<file path="src/rtl/cmpwave_pkg.sv">
package cmpwave_pkg;
  localparam int CTRL_W = 8;

  typedef enum logic [1:0] {
    KIND_NORMAL,
    KIND_PHASE,
    KIND_CTC,
    KIND_FAST
  } kind_e;

  typedef enum logic [1:0] {
    OM_OFF  = 2'b00,
    OM_ALT  = 2'b01,
    OM_LOW  = 2'b10,
    OM_HIGH = 2'b11
  } om_e;

  function automatic kind_e decode_kind(input logic [2:0] code);
    case (code)
      3'b001:  return KIND_PHASE;
      3'b010:  return KIND_CTC;
      3'b011:  return KIND_FAST;
      default: return KIND_NORMAL;
    endcase
  endfunction

  function automatic logic is_pwm(input kind_e k);
    return (k == KIND_PHASE) || (k == KIND_FAST);
  endfunction
endpackage

</file>
<file path="src/rtl/cmpwave_regs.sv">
module cmpwave_regs
  import cmpwave_pkg::*;
#(
  parameter int W = 8
) (
  input  logic              clk,
  input  logic              rst,
  input  logic              ctrl_a_we,
  input  logic [CTRL_W-1:0] ctrl_a_wdata,
  input  logic              ctrl_b_we,
  input  logic [CTRL_W-1:0] ctrl_b_wdata,
  input  logic              cmp_we,
  input  logic [W-1:0]      cmp_wdata,
  input  logic [W-1:0]      cnt,
  output kind_e             kind,
  output om_e               om,
  output logic [CTRL_W-1:0] ctrl_a_rd,
  output logic [CTRL_W-1:0] ctrl_b_rd,
  output logic [W-1:0]      cmp_rd,
  output logic [W-1:0]      cmp_act
);
  localparam logic [W-1:0]      TOP_VAL = '1;
  localparam logic [CTRL_W-1:0] A_MASK  = 8'hC3;
  localparam logic [CTRL_W-1:0] B_MASK  = 8'h08;
  localparam int                MODE_HI = 3;
  localparam int                OM_LSB  = 6;

  logic [CTRL_W-1:0] ctrl_a_q, ctrl_b_q;
  logic [W-1:0]      cmp_buf, cmp_nxt;

  assign kind      = decode_kind({ctrl_b_q[MODE_HI], ctrl_a_q[1:0]});
  assign om        = om_e'(ctrl_a_q[OM_LSB +: 2]);
  assign ctrl_a_rd = ctrl_a_q;
  assign ctrl_b_rd = ctrl_b_q;
  assign cmp_rd    = cmp_buf;
  assign cmp_nxt   = cmp_we ? cmp_wdata : cmp_buf;

  always_ff @(posedge clk) begin
    if (rst) begin
      ctrl_a_q <= '0;
      ctrl_b_q <= '0;
      cmp_buf  <= '0;
      cmp_act  <= '0;
    end else begin
      if (ctrl_a_we) ctrl_a_q <= ctrl_a_wdata & A_MASK;
      if (ctrl_b_we) ctrl_b_q <= ctrl_b_wdata & B_MASK;
      cmp_buf <= cmp_nxt;
      if (!is_pwm(kind) || cnt == TOP_VAL) cmp_act <= cmp_nxt;
    end
  end
endmodule

</file>
<file path="src/rtl/cmpwave_counter.sv">
module cmpwave_counter
  import cmpwave_pkg::*;
#(
  parameter int W = 8
) (
  input  logic         clk,
  input  logic         rst,
  input  kind_e        kind,
  input  logic [W-1:0] cmp_act,
  output logic [W-1:0] cnt,
  output logic         up,
  output logic         ovf
);
  localparam logic [W-1:0] TOP_VAL = '1;
  localparam logic [W-1:0] BOTTOM  = '0;

  logic [W-1:0] cnt_nxt;
  logic         up_nxt, ovf_nxt;

  always_comb begin
    up_nxt = 1'b1;
    case (kind)
      KIND_PHASE: begin
        cnt_nxt = up ? cnt + 1'b1 : cnt - 1'b1;
        if (cnt_nxt == TOP_VAL)     up_nxt = 1'b0;
        else if (cnt_nxt == BOTTOM) up_nxt = 1'b1;
        else                        up_nxt = up;
      end
      KIND_CTC: cnt_nxt = (cnt == cmp_act) ? BOTTOM : cnt + 1'b1;
      default:  cnt_nxt = cnt + 1'b1;
    endcase
    if (is_pwm(kind)) ovf_nxt = (cnt != BOTTOM) && (cnt_nxt == BOTTOM);
    else              ovf_nxt = (cnt == TOP_VAL);
  end

  always_ff @(posedge clk) begin
    if (rst) begin
      cnt <= BOTTOM;
      up  <= 1'b1;
      ovf <= 1'b0;
    end else begin
      cnt <= cnt_nxt;
      up  <= up_nxt;
      ovf <= ovf_nxt;
    end
  end
endmodule

</file>
<file path="src/rtl/cmpwave_wave.sv">
module cmpwave_wave
  import cmpwave_pkg::*;
#(
  parameter int W = 8
) (
  input  logic         clk,
  input  logic         rst,
  input  kind_e        kind,
  input  om_e          om,
  input  logic [W-1:0] cnt,
  input  logic         up,
  input  logic [W-1:0] cmp_act,
  output logic         wave_q,
  output logic         oe
);
  localparam logic [W-1:0] TOP_VAL = '1;

  logic hit, at_top, cmp_top, active, inv, wave_nxt;

  assign hit     = (cnt == cmp_act);
  assign at_top  = (cnt == TOP_VAL);
  assign cmp_top = (cmp_act == TOP_VAL);
  assign active  = (om == OM_LOW) || (om == OM_HIGH);
  assign inv     = (om == OM_HIGH);
  assign oe      = !((om == OM_OFF) || (is_pwm(kind) && om == OM_ALT));

  always_comb begin
    wave_nxt = wave_q;
    case (kind)
      KIND_FAST: begin
        if (active) begin
          if (hit && !cmp_top) wave_nxt = inv;
          else if (at_top)     wave_nxt = !inv;
        end
      end
      KIND_PHASE: begin
        if (active) begin
          if (hit && !cmp_top)       wave_nxt = up ? inv : !inv;
          else if (at_top && cmp_top) wave_nxt = !inv;
        end
      end
      default: begin
        if (hit) begin
          case (om)
            OM_ALT:  wave_nxt = !wave_q;
            OM_LOW:  wave_nxt = 1'b0;
            OM_HIGH: wave_nxt = 1'b1;
            default: wave_nxt = wave_q;
          endcase
        end
      end
    endcase
  end

  always_ff @(posedge clk) begin
    if (rst) wave_q <= 1'b0;
    else     wave_q <= wave_nxt;
  end
endmodule

</file>
<file path="src/rtl/cmpwave_timer.sv">
module cmpwave_timer
  import cmpwave_pkg::*;
#(
  parameter int W = 8
) (
  input  logic         clk,
  input  logic         rst,
  input  logic         ctrl_a_we,
  input  logic [7:0]   ctrl_a_wdata,
  input  logic         ctrl_b_we,
  input  logic [7:0]   ctrl_b_wdata,
  input  logic         cmp_we,
  input  logic [W-1:0] cmp_wdata,
  output logic [7:0]   ctrl_a_rd,
  output logic [7:0]   ctrl_b_rd,
  output logic [W-1:0] cmp_rd,
  output logic [W-1:0] count,
  output logic         wave_out,
  output logic         wave_oe,
  output logic         match_flag,
  output logic         ovf_flag
);
  kind_e        kind;
  om_e          om;
  logic [W-1:0] cmp_act;
  logic         up, wave_q;

  cmpwave_regs #(.W(W)) u_regs (
    .clk(clk), .rst(rst),
    .ctrl_a_we(ctrl_a_we), .ctrl_a_wdata(ctrl_a_wdata),
    .ctrl_b_we(ctrl_b_we), .ctrl_b_wdata(ctrl_b_wdata),
    .cmp_we(cmp_we), .cmp_wdata(cmp_wdata),
    .cnt(count), .kind(kind), .om(om),
    .ctrl_a_rd(ctrl_a_rd), .ctrl_b_rd(ctrl_b_rd),
    .cmp_rd(cmp_rd), .cmp_act(cmp_act)
  );

  cmpwave_counter #(.W(W)) u_counter (
    .clk(clk), .rst(rst), .kind(kind), .cmp_act(cmp_act),
    .cnt(count), .up(up), .ovf(ovf_flag)
  );

  cmpwave_wave #(.W(W)) u_wave (
    .clk(clk), .rst(rst), .kind(kind), .om(om), .cnt(count),
    .up(up), .cmp_act(cmp_act), .wave_q(wave_q), .oe(wave_oe)
  );

  assign match_flag = (count == cmp_act);
  assign wave_out   = wave_oe & wave_q;
endmodule

</file>
<file path="config.mk">
export PLATFORM = sky130hd
export DESIGN_NAME = cmpwave_timer
export DESIGN_NICKNAME = d
export VERILOG_FILES = /design/src/rtl/cmpwave_pkg.sv /design/src/rtl/cmpwave_regs.sv /design/src/rtl/cmpwave_counter.sv /design/src/rtl/cmpwave_wave.sv /design/src/rtl/cmpwave_timer.sv
export SDC_FILE = /design/constraint.sdc
export NUM_CORES = 1
export LEC_CHECK = 0
export ABC_AREA = 1
export BUFFER_PORTS_ARGS = -buffer_cell sky130_fd_sc_hd__buf_4
export CAP_MARGIN = 20
export CELL_PAD_IN_SITES_DETAIL_PLACEMENT = 0
export CELL_PAD_IN_SITES_GLOBAL_PLACEMENT = 1
export CORE_MARGIN = 2
export CORE_UTILIZATION = 38
export CTS_CLUSTER_DIAMETER = 80
export DETAILED_ROUTE_END_ITERATION = 6
export PLACE_DENSITY = 0.87
export SYNTH_ARGS = -nofsm -noshare
export SYNTH_HDL_FRONTEND = slang
export SYNTH_SLANG_ARGS = --single-unit
</file>
<file path="constraint.sdc">
create_clock -name clk -period 2.81 [get_ports clk]
set_input_delay 0.562 -clock clk [delete_from_list [all_inputs] [get_ports clk]]
set_output_delay 0.562 -clock clk [all_outputs]
set_load 0.02 [all_outputs]
</file>
==> summary.md, run 1 <==
| Metric | Value |
|---|---|
| Status | `completed` |
| DR iter-0 viols | `105` |
| Clk sink count | `32` |
| IO Pins | `65` |
| Synth warnings | `0` |
| Final GP Congestion | `0.851` |
| Final Skew | `0.00581 ns` |
| Synth Instances | `298` |
| H-tree Lvls | `2` |
| Synthesized area | `2060 um2` |
| PortBufs | `42` |
| CORE AREA | `5170 um2` |
| Setup Fix Bufs, Post-CTS | `0` |
| Portion of netlist area occupied by mux cells | `3.89%` |
| First-pass GRT wire length | `7710 um` |
| Yosys reg bits | `32` |
| Remaining DRCs | `0` |
| Unique cell type count in the Yosys netlist | `33` |
| Main combinational cell family by area after synthesis | `simple AND/OR/NAND/NOR gates` |
| DIE AREA | `6020 um2` |
| Synth top area share | `31.1%` |
| Pre-Repair DR Iteration Count | `4` |
| WHS | `0.497 ns` |
| Worst Path Arrival | `1.52 ns` |
| Starting density of the core | `39.8%` |
| Post-synthesis compound-gate area fraction | `13.4%` |
| Fin crit period | `2.08 ns` |
| CP max FO | `9` |
| Routed WL | `4630 um` |
| Number of synthesized flops with an enable pin | `0` |
| Grt met2 use | `26.2%` |
| Period utilisation layout | `74.2%` |
| RSZ-0062 raised after global routing | `no` |
| Horiz. Die Dim | `77.6 um` |
| Initial antenna violation count | `0` |
| Avg Cell Area, Syn | `6.91 um2` |
| # resized after CTS | `0` |
| Fmax | `480 MHz` |
| TritonCTS clock tree | `done` |
| Share of layout cells above drive strength 1 | `19.5%` |
| Critical Path RT | `2.25 ns` |
| Via/cell ratio | `4.73` |
| Register area share after synthesis | `31.1%` |
| Worst Setup End Kind | `output port` |
| Max Cap Viol | `0` |
| Ys async rst share | `0%` |
| Met1 Usage GRT | `20.3%` |
| Post-DRT Antenna Nets | `0` |
| Ant. Diodes | `0` |
| Largest net degree at the start of global routing | `21` |
| Die Height | `77.6 um` |
| Min-delay worst type | `reg2reg` |
| Clock buffer depth | `2` |
| Global routing's busiest layer | `met2` |
| PD cells | `502 nW/um2` |
| Peak supply drop | `0.217 mV` |
| Clock insertion delay at the later pin of the skew report | `0.28 ns` |
| Gr ovfl total | `0` |
| Synth top area cells | `dfxtp_1, nand2_1, ha_1, nor2_1, inv_1` |
| Post-DP HPWL | `3560 um` |
| Synth Area in XOR/XNOR | `3.40%` |
| GRT Util Overall | `15.8%` |
| Setup violators final | `0` |
| CTS Buf Count | `5` |
| Final Hold Fails | `0` |
| TNS Setup | `0 ns` |
| Crit start category | `register` |
| Hold buffers post-CTS | `0` |
| Pleak | `1.28 nW` |
| Cell taking the most area after synthesis | `dfxtp_1` |
| Max-slew violations | `0` |
| Top_reg_cell synth | `dfxtp_1` |
| Rows | `26` |
| Post-synthesis simple-gate area fraction | `28.4%` |
| Number of global-route vias before repair | `1728` |
| Via count | `1930` |
| Area delta synth->final | `19.8%` |
| NumNets Final | `376` |
| Clock Pin Slew Worst Setup and Hold Paths | `0.07 ns` |
| Drt wl/cell | `11.4 um` |
| CTS root buf | `clkbuf_8` |
| Critical path class | `reg2out` |
| Post-synthesis adder-cell area fraction | `6.08%` |
| Met3 Resource Use GR | `3.72%` |
-- stage by stage --
step	instances	setup WS (ns)	instance area (um2)	total power [W]	utilization, %
after floorplan	308	0.918	2100	0.000731	-
after global placement	400	0.747	2360	0.000804	45.6
after detailed placement	400	0.751	2360	0.000806	45.6
after CTS	408	0.720	2470	0.00125	47.7
after global routing	408	0.498	2470	0.00131	47.7
final	408	0.726	2470	0.00124	47.7
-- logic make-up after synthesis --
logic type,after synthesis
AO/OA/AOI/OAI,51
XOR/XNOR,8
adder cells (fa/ha/maj),10
buffers and inverters,57
flip-flops,32
multiplexers,8
other,1
AND/OR/NAND/NOR,131
-- power breakdown --
group | leakage (nW) | internal (W) | switching, W | total (W)
clock network | 0.0552 | 0.000263 | 0.000179 | 0.000443
registers | 0.263 | 0.000482 | 0.0000284 | 0.000511
logic | 0.961 | 0.000112 | 0.000174 | 0.000286
-- layer usage --
metal / vias to the layer above / wire [um]
met1: 843 / 2240
li1: 1025 / -
met2: 55 / 2120
met3: 7 / 230
met5: - / 0
met4: 0 / 50
-- final timing paths --
path                        from             to  slack (ns)  depth (start not counted)
max             u_counter.cnt[2]     match_flag        0.73                          6
min                u_wave.wave_q  u_wave.wave_q        0.50                          2
max reg2reg  u_regs.ctrl_b_rd[3]  u_counter.ovf        0.73                         11
min reg2reg        u_wave.wave_q  u_wave.wave_q        0.50                          2
-- cells in the mapped netlist, types with 2 or more instances --
| library cell | count |
|---|---|
| nand3_1 | 20 |
| mux2i_1 | 8 |
| xnor2_1 | 4 |
| nor2_1 | 32 |
| o21ai_1 | 4 |
| ha_1 | 10 |
| inv_1 | 31 |
| dfxtp_1 | 32 |
| buf_6 | 2 |
| nand2_4 | 2 |
| nor3_2 | 2 |
| clkbuf_1 | 3 |
| buf_4 | 13 |
| nand2_1 | 63 |
| nand4_1 | 6 |
| o21ai_0 | 22 |
| xor2_1 | 4 |
| nor2_2 | 2 |
| a21oi_1 | 20 |
| inv_2 | 5 |
-- layout by cell type, fill, tap and decap left out, types with 2 or more instances in the layout --
master	Yosys	routed
buf_4	13	42
nand3_1	20	20
clkbuf_8	0	5
o21ai_0	22	22
nor3_2	2	2
a21oi_1	20	20
conb_1	1	11
nand2_4	2	2
o21ai_1	4	4
nand4_1	6	6
xor2_1	4	4
ha_1	10	10
nor2_1	32	32
dfxtp_1	32	32
inv_1	31	31
inv_2	5	5
nand2_1	63	63
mux2i_1	8	8
nor2_2	2	2
xnor2_1	4	4
-- state kept, by name, summed over array words and instances (netlist names) --
register and cells:
u_wave.wave_q 1, u_counter.up 1, u_regs.cmp_act 8, u_counter.cnt 8, u_regs.ctrl_b_rd 1, u_regs.cmp_rd 8, u_regs.ctrl_a_rd 4, u_counter.ovf 1
-- critical path: stages, from the launching register on --
cell and delay [ns]:
dfxtp_1 0.56, xnor2_1 0.17, nand2_1 0.08, nor2_2 0.10, nand2_2 0.10, inv_1 0.09, buf_4 0.14
-- cell type report --
class                           count  area [um2]
Clock buffer                        6        72.6
Timing Repair Buffer               42         315
Multi-Input combinational cell    219        1180
Tap cell                           70        87.6
Sequential cell                    32         641
Inverter                           37         139
Fill cell                         549        2710
Clock inverter                      2        35.0
Note: power is estimated with default switching activity, not from simulation.
==> run 2: changes to the inputs <==
--- a/config.mk
+++ b/config.mk
@@ -11,10 +11,10 @@
 export CELL_PAD_IN_SITES_DETAIL_PLACEMENT = 0
 export CELL_PAD_IN_SITES_GLOBAL_PLACEMENT = 1
 export CORE_MARGIN = 2
-export CORE_UTILIZATION = 38
+export CORE_UTILIZATION = 35
 export CTS_CLUSTER_DIAMETER = 80
 export DETAILED_ROUTE_END_ITERATION = 6
-export PLACE_DENSITY = 0.87
+export PLACE_DENSITY = 0.81
 export SYNTH_ARGS = -nofsm -noshare
 export SYNTH_HDL_FRONTEND = slang
 export SYNTH_SLANG_ARGS = --single-unit
==> constraint.sdc (replaced) <==
create_clock -name clk -period 2 [get_ports clk]
set_input_delay 0.4 -clock clk [delete_from_list [all_inputs] [get_ports clk]]
set_output_delay 0.4 -clock clk [all_outputs]
set_load 0.02 [all_outputs]
==> run 2 against run 1 <==
Effect of this change: clock power grew 42%; sequential share of layout area shrank 0.62 points; sequential power rose by 40%; largest power group unchanged; highest routed layer unchanged.
==> summary.md, run 2 (synthesized netlist as in run 1, its figures left out) <==
| Metric | Value |
|---|---|
| Critical Path RT | `1.60 ns` |
| Max-slew violations | `0` |
| Worst Setup Slack, final | `0.124 ns` |
| Area delta synth->final | `23.9%` |
| RSZ-0062 raised after global routing | `no` |
| Pleak | `1.32 nW` |
| Crit start category | `register` |
| TritonCTS clock tree | `done` |
| Horiz. Die Dim | `80.7 um` |
| Routed WL | `4880 um` |
| Pwr Total | `0.00177 W` |
| Number of global-route vias before repair | `1795` |
| Grt met2 use | `27.4%` |
| GRT Util Overall | `16.2%` |
| Final GP Congestion | `0.840` |
| Worst Path Arrival | `1.48 ns` |
| Post-DP HPWL | `3810 um` |
| CORE AREA | `5610 um2` |
| Starting density of the core | `36.7%` |
| TNS Setup | `0 ns` |
| Most common cell after layout, fill and taps aside | `nand2_1` |
| Status | `completed` |
| Period utilisation layout | `93.8%` |
| Most frequent cells in the layout | `nand2_1, buf_4, inv_1, nor2_1, dfxtp_1` |
| Min-delay worst type | `in2reg` |
| PortBufs | `42` |
| Hold buffers post-CTS | `0` |
| Pre-Repair DR Iteration Count | `4` |
| Post-DRT Antenna Nets | `0` |
| Via count | `1955` |
| Met1 Usage GRT | `19.4%` |
| Remaining DRCs | `0` |
| CTS root buf | `clkbuf_8` |
| Setup WS pre-CTS | `0.0732 ns` |
| Fin crit period | `1.88 ns` |
| Min-Delay Path Depth | `3` |
| Critical path class | `reg2out` |
| Global routing's busiest layer | `met2` |
| First-pass GRT wire length | `8090 um` |
| Clock buffer depth | `2` |
| Largest net degree at the start of global routing | `21` |
| Share of layout cells above drive strength 1 | `23.8%` |
| Final Skew | `0.00491 ns` |
| Drt wl/cell | `11.7 um` |
| Setup violators final | `0` |
| Final Hold Fails | `0` |
| Gr ovfl total | `0` |
| Peak supply drop | `0.324 mV` |
| PD cells | `695 nW/um2` |
| Met3 Resource Use GR | `3.93%` |
| CTS Buf Count | `5` |
| DR iter-0 viols | `140` |
| Clk sink count | `32` |
| DIE AREA | `6510 um2` |
| Max Cap Viol | `0` |
| Ant. Diodes | `0` |
| Clock insertion delay at the later pin of the skew report | `0.29 ns` |
| Die Height | `80.7 um` |
| IO Pins | `65` |
| Rows | `27` |
| CP max FO | `6` |
| Worst Setup End Kind | `output port` |
| Initial antenna violation count | `0` |
| Fmax | `533 MHz` |
| H-tree Lvls | `2` |
| NumNets Final | `383` |
| Via/cell ratio | `4.69` |
| Clock Pin Slew Worst Setup and Hold Paths | `0.07 ns` |
| Worst r2r path cells | `7` |
-- run 2: cell type report --
cell class / instances / area (um2)
clock inverter: 3 / 42.5
fill: 601 / 3060
timing repair buffer: 49 / 368
multi-input combinational: 219 / 1200
clock buffer: 5 / 68.8
sequential: 32 / 647
inverter: 37 / 139
tap: 72 / 90.1
-- run 2: final timing paths --
| check | startpoint | endpoint | slack (ns) |
|---|---|---|---|
| setup / recovery | u_regs.ctrl_a_rd[7] | wave_out | 0.12 |
| hold / removal | ctrl_a_wdata[1] | u_regs.ctrl_a_rd[1] | 0.34 |
| setup reg to reg | u_counter.cnt[1] | u_counter.up | 0.18 |
| hold reg to reg | u_wave.wave_q | u_wave.wave_q | 0.50 |
-- run 2: metal layers --
layer  wire [um]  vias to the layer above
met3         226                        8
met1        2290                      865
met5           0                        -
met2        2280                       42
li1            -                     1040
met4          78                        0
-- run 2: stage by stage --
| step | instances | hold slack, ns | util, % | instance area [um2] |
|---|---|---|---|---|
| floorplan | 308 | 0.472 | - | 2100 |
| global placement | 409 | 0.489 | 43.1 | 2410 |
| detailed placement | 409 | 0.494 | 43.1 | 2410 |
| CTS | 417 | 0.333 | 45.0 | 2530 |
| global route | 417 | 0.336 | 45.5 | 2550 |
| finish | 417 | 0.342 | 45.5 | 2550 |
-- run 2: timing repair --
action                     in CTS  in global routing
resized for setup               0                 10
buffers inserted                0                  0
setup endpoints to repair       0                 10
-- run 2: power breakdown --
group / internal [W] / total, W / leakage [nW] / switching, W
sequential: 0.000679 / 0.000717 / 0.265 / 0.0000383
combinational: 0.000172 / 0.000428 / 1.01 / 0.000255
clock: 0.000369 / 0.000629 / 0.0541 / 0.000260
total: 0.00122 / 0.00177 / 1.32 / 0.000554
-- run 2: worst max-delay path: stages, from the launching register on --
cell and delay (ns):
dfxtp_1 0.42, inv_1 0.11, ha_1 0.19, a31o_2 0.25, nor2_1 0.09, buf_4 0.14
